**config.mk**
```make
export PLATFORM = sky130hd
export DESIGN_NAME = i2c_rate_div
export DESIGN_NICKNAME = d
export VERILOG_FILES = /design/src/rtl/i2c_rate_div.sv
export SDC_FILE = /design/constraint.sdc
export NUM_CORES = 1
export LEC_CHECK = 0
export CORE_AREA = 3 3 49 51
export DETAILED_ROUTE_END_ITERATION = 10
export DIE_AREA = 0 0 52 54
export GPL_TIMING_DRIVEN = 1
export PLACE_DENSITY = 0.74
export RECOVER_POWER = 25
export SLEW_MARGIN = 5
export SYNTH_ARGS = -nofsm -noshare
export SYNTH_HDL_FRONTEND = slang
export SYNTH_SLANG_ARGS = --single-unit
```
**constraint.sdc**
```tcl
create_clock -name clk -period 3.85 [get_ports clk]
set_input_delay 1.155 -clock clk [delete_from_list [all_inputs] [get_ports clk]]
set_output_delay 1.155 -clock clk [all_outputs]
set_load 0.05 [all_outputs]
```
**src/rtl/i2c_rate_div.sv**
```systemverilog
module i2c_rate_div #(
  parameter int PRE_W   = 2,
  parameter int DIV_W   = 6,
  parameter int DIV_MAX = 62,
  parameter int OFFSET  = 20
) (
  input  logic                   clk,
  input  logic                   rst,
  input  logic                   cfg_wr,
  input  logic [PRE_W+DIV_W-1:0] cfg_word,
  input  logic                   hold,
  output logic                   ick_en,
  output logic                   phase_tick,
  output logic                   scl_out
);
  localparam int HALF_MAX = DIV_MAX * 4 + OFFSET / 2;
  localparam int HALF_W   = $clog2(HALF_MAX + 1);

  logic [PRE_W-1:0]  pre_q;
  logic [DIV_W-1:0]  div_q;
  logic              run_q;
  logic [PRE_W-1:0]  pcnt;
  logic [HALF_W-1:0] scnt;
  logic              scl_q;

  logic [DIV_W-1:0]  wr_div;
  logic [DIV_W-1:0]  wr_div_lim;
  logic [HALF_W-1:0] half_len;
  logic              stall;

  assign wr_div     = cfg_word[PRE_W+DIV_W-1:PRE_W];
  assign wr_div_lim = (wr_div > DIV_W'(DIV_MAX)) ? DIV_W'(DIV_MAX) : wr_div;
  assign half_len   = (HALF_W'(div_q) << 2) + HALF_W'(OFFSET / 2);

  assign ick_en     = run_q && (pcnt == pre_q);
  assign stall      = hold && !scl_q;
  assign phase_tick = ick_en && !stall && (scnt == half_len - HALF_W'(1));
  assign scl_out    = scl_q;

  always_ff @(posedge clk) begin
    if (rst) begin
      pre_q <= '0;
      div_q <= '0;
      run_q <= 1'b0;
      pcnt  <= '0;
      scnt  <= '0;
      scl_q <= 1'b1;
    end else if (cfg_wr) begin
      pre_q <= cfg_word[PRE_W-1:0];
      div_q <= wr_div_lim;
      run_q <= 1'b1;
      pcnt  <= '0;
      scnt  <= '0;
      scl_q <= 1'b0;
    end else if (run_q) begin
      pcnt <= ick_en ? '0 : pcnt + PRE_W'(1);
      if (ick_en && !stall) begin
        if (phase_tick) begin
          scnt  <= '0;
          scl_q <= !scl_q;
        end else begin
          scnt <= scnt + HALF_W'(1);
        end
      end
    end
  end
endmodule

```
==> results.yml <==
floorplan:
  num_rows: 16
  dieWidth_um: 52
  initial_core_util_pct: 54.4
  die_h_um: 54
  design.core.area_um2: 1980
  ios: 15
  die_area_um2: 2810
route:
  vias: 886
  wirelength_um: 2150
  antenna_left: 0
  vias_per_cell: 5.31
  post_drt_wl_per_cell_um: 12.8
  drc_errors: 0
  drt_pre_antenna_iters: 4
  drt-initial-drc-count: 4
placement:
  dp_hpwl_um: 1670
  routabilityCongestion: 0.810
  place_ws_ns: -0.0238
  port_buffers: 14
  postPlaceCellArea_um2: 1260
critical_path:
  path_class: "input pin to output port"
  path_max_fanout: 2
  cp.arrival_ns: 2.59
  cp_num_buf_inv: 2
  crit_chain: "clkdlybuf4s50_1 -> nand2b_1 -> nand4bb_1 -> or3_4 -> a211oi_4 -> buf_12"
  cp_slowest_cell: "clkdlybuf4s50_1"
  cp-end-kind: "output port"
  crit_path_max_incr_delay_ns: 0.39
  cp_data_required_time_ns: 2.69
  crit_path_start_kind: "input pin"
  critPathTopFamily: "simple AND/OR/NAND/NOR gates"
timing:
  relSlewSlack_pct: 58.7
  fmax_mhz: 267
  tightest_slew_ns: 0.617
  setup_viol: 0
  hold_violations: 0
  worst_clock_skew_ns: 0.00488
  fin_ws_ns: 0.102
  finalCriticalPeriod_ns: 3.75
  slew_viol_final: 0
  rsz0062_at_grt: "no"
  timing.final.crit_share_pct: 97.4
global_routing:
  antenna_found_initial: 0
  grt_pass1_wl_um: 3700
  grt_max_degree: 15
  grt_pass1_vias: 898
  overflow: 0
  grt_usage_pct: 18.2
min_path:
  hp-class: "flip-flop to flip-flop"
run:
  maxCapViolCount: 0
synthesis:
  ys_types: 37
  yosys_warnings: 0
  synth_top_cell_area_share_pct: 39.0
  synth_edf_count: 0
  synthesis.area_um2: 1080
  synthesis.nets: 138
  synth_most_common_cell: "nor2_1"
  ys_ff_latch: 21
  async_reset_ff_share_pct: 0
  ys.flop_type: "dfxtp_1"
  synth_top_cells_by_area: "dfxtp_1 39%, xnor2_1 8.9%, nor2_1 8.0%, mux2i_1 7.4%, xor2_1 4.1%"
  ys_top_cells_by_count: "23 x nor2_1, 21 x dfxtp_1, 11 x xnor2_1"
  syn_inst: 123
  synth-seq-area-share_pct: 39.0
  yosysTopAreaCell: "dfxtp_1"
  postSynthAreaPerCell_um2: 8.76
clock_network:
  ctsHtreeMaxLevel: 1
  cts.sinks: 21
  cts_buffer_depth: 2
  numCtsBuffers: 3
  cts.clk_slew.worst_paths_ns: 0.11
  clk_latency_ns: 0.31
  cts_tree: "done"
  cts_root_buf: "clkbuf_4"
power_and_ir_drop:
  leakagePower_uw: 0.000487
  ir_drop_mv: 0.259
  power.share.clock_pct: 26.4
  combPwrFrac_pct: 15.5
  power_switching_uw: 106
  p_seq_share_pct: 58.1
  p_sw_share_pct: 26.3
  power_density_nw_per_um2: 308
  internal-power_uw: 296
finish:
  fin_nets: 156
  drive_above_1_share_pct: 9.29
  area_growth_pct: 21.3
  insertedDiodeCount: 0
  fillCellCount: 159
  final_area_um2: 1310
run_status:
  status: "finished, final reports clean"
-- per-layer routing --
metal  vias up  share of wire, %  track usage [%]
met2        14                50             32.2
met1       404                44             19.8
met3         5               2.7             3.05
met4         0               2.5             12.7
li1        463                 -                -
met5         -                 0                0
-- worst reg2reg max path: cells and delay by family, from the launching register on --
kind	cells	cell delay [ns]
AOI/OAI and AO/OA	2	0.85
xor gates and xnor gates	1	0.17
buffers and inverters	2	0.32
DFF	1	0.34
and+or+nand+nor	2	0.34
-- registers in the layout, summed over array words and instances, names as in the netlist --
signal,count
scnt,9
div_q,6
pcnt,2
pre_q,2
run_q,1
scl_out,1
-- stage by stage --
step | hold slack (ns) | instances | setup TNS (ns) | power [uW] | util, %
after global routing | 0.544 | 167 | 0 | 426 | 65.9
after global placement | 0.492 | 162 | 0 | 297 | 63.6
final | 0.515 | 167 | 0 | 402 | 65.9
after floorplan | 0.464 | 123 | 0 | 274 | -
after detailed placement | 0.493 | 162 | -0.0238 | 299 | 63.6
after CTS | 0.511 | 166 | 0 | 406 | 65.3
-- final timing paths --
check,startpoint,to,slack (ns),cells past startpoint
worst max-delay path,hold,phase_tick,0.10,6
worst min-delay path,div_q[0],div_q[0],0.51,2
worst max register to register,pre_q[0],scnt[6],1.70,7
worst min register to register,div_q[0],div_q[0],0.51,2
-- power groups by stage --
stage	combinational, uW	sequential (uW)	clock, uW
after floorplan	35.2	239	0
after global placement	59.3	238	0
after detailed placement	60.7	238	0
after CTS	61.4	234	111
after global routing	68.6	235	122
final	62.2	233	106
-- final cells by class --
cell class              count  area, um^2  area share, %
clock buffers               4        26.3           2.01
inverters                   1        3.75          0.287
flip-flops and latches     21         420           32.2
well taps                  27        33.8           2.59
multi-input cells          98         657           50.3
repair buffers             16         165           12.6
-- cell usage in the layout (no fill, tap or decap), types with 2 or more instances in the layout --
master	count
mux2i_1	8
nor2_1	23
xnor2_1	11
clkbuf_4	3
nand2_1	7
a21oi_1	2
dfxtp_1	21
xor2_1	5
nor3b_1	2
buf_4	2
nor3_1	3
o211ai_1	2
nand2b_1	4
ha_1	3
clkdlybuf4s50_1	12
nand3_1	8
-- cell families (layout without fill, tap and decap cells) --
family          after synthesis  in the layout  synth area share [%]
buf+inv                       4             21                  1.51
xor+xnor                     16             16                  13.0
fa+ha+maj                     3              3                  3.48
flops                        21             21                  39.0
mux                           8              8                  7.43
simple gates                 59             59                  27.6
compound gates               12             12                  7.90
-- repair_timing --
item / 4_1_cts / 5_1_grt
pin swaps: 0 / 2
gates resized for setup: 1 / 1
setup endpoints to repair: 1 / 1
hold buffers: 0 / 0
setup buffers: 0 / 1
Power figures use the tool's default switching activity.
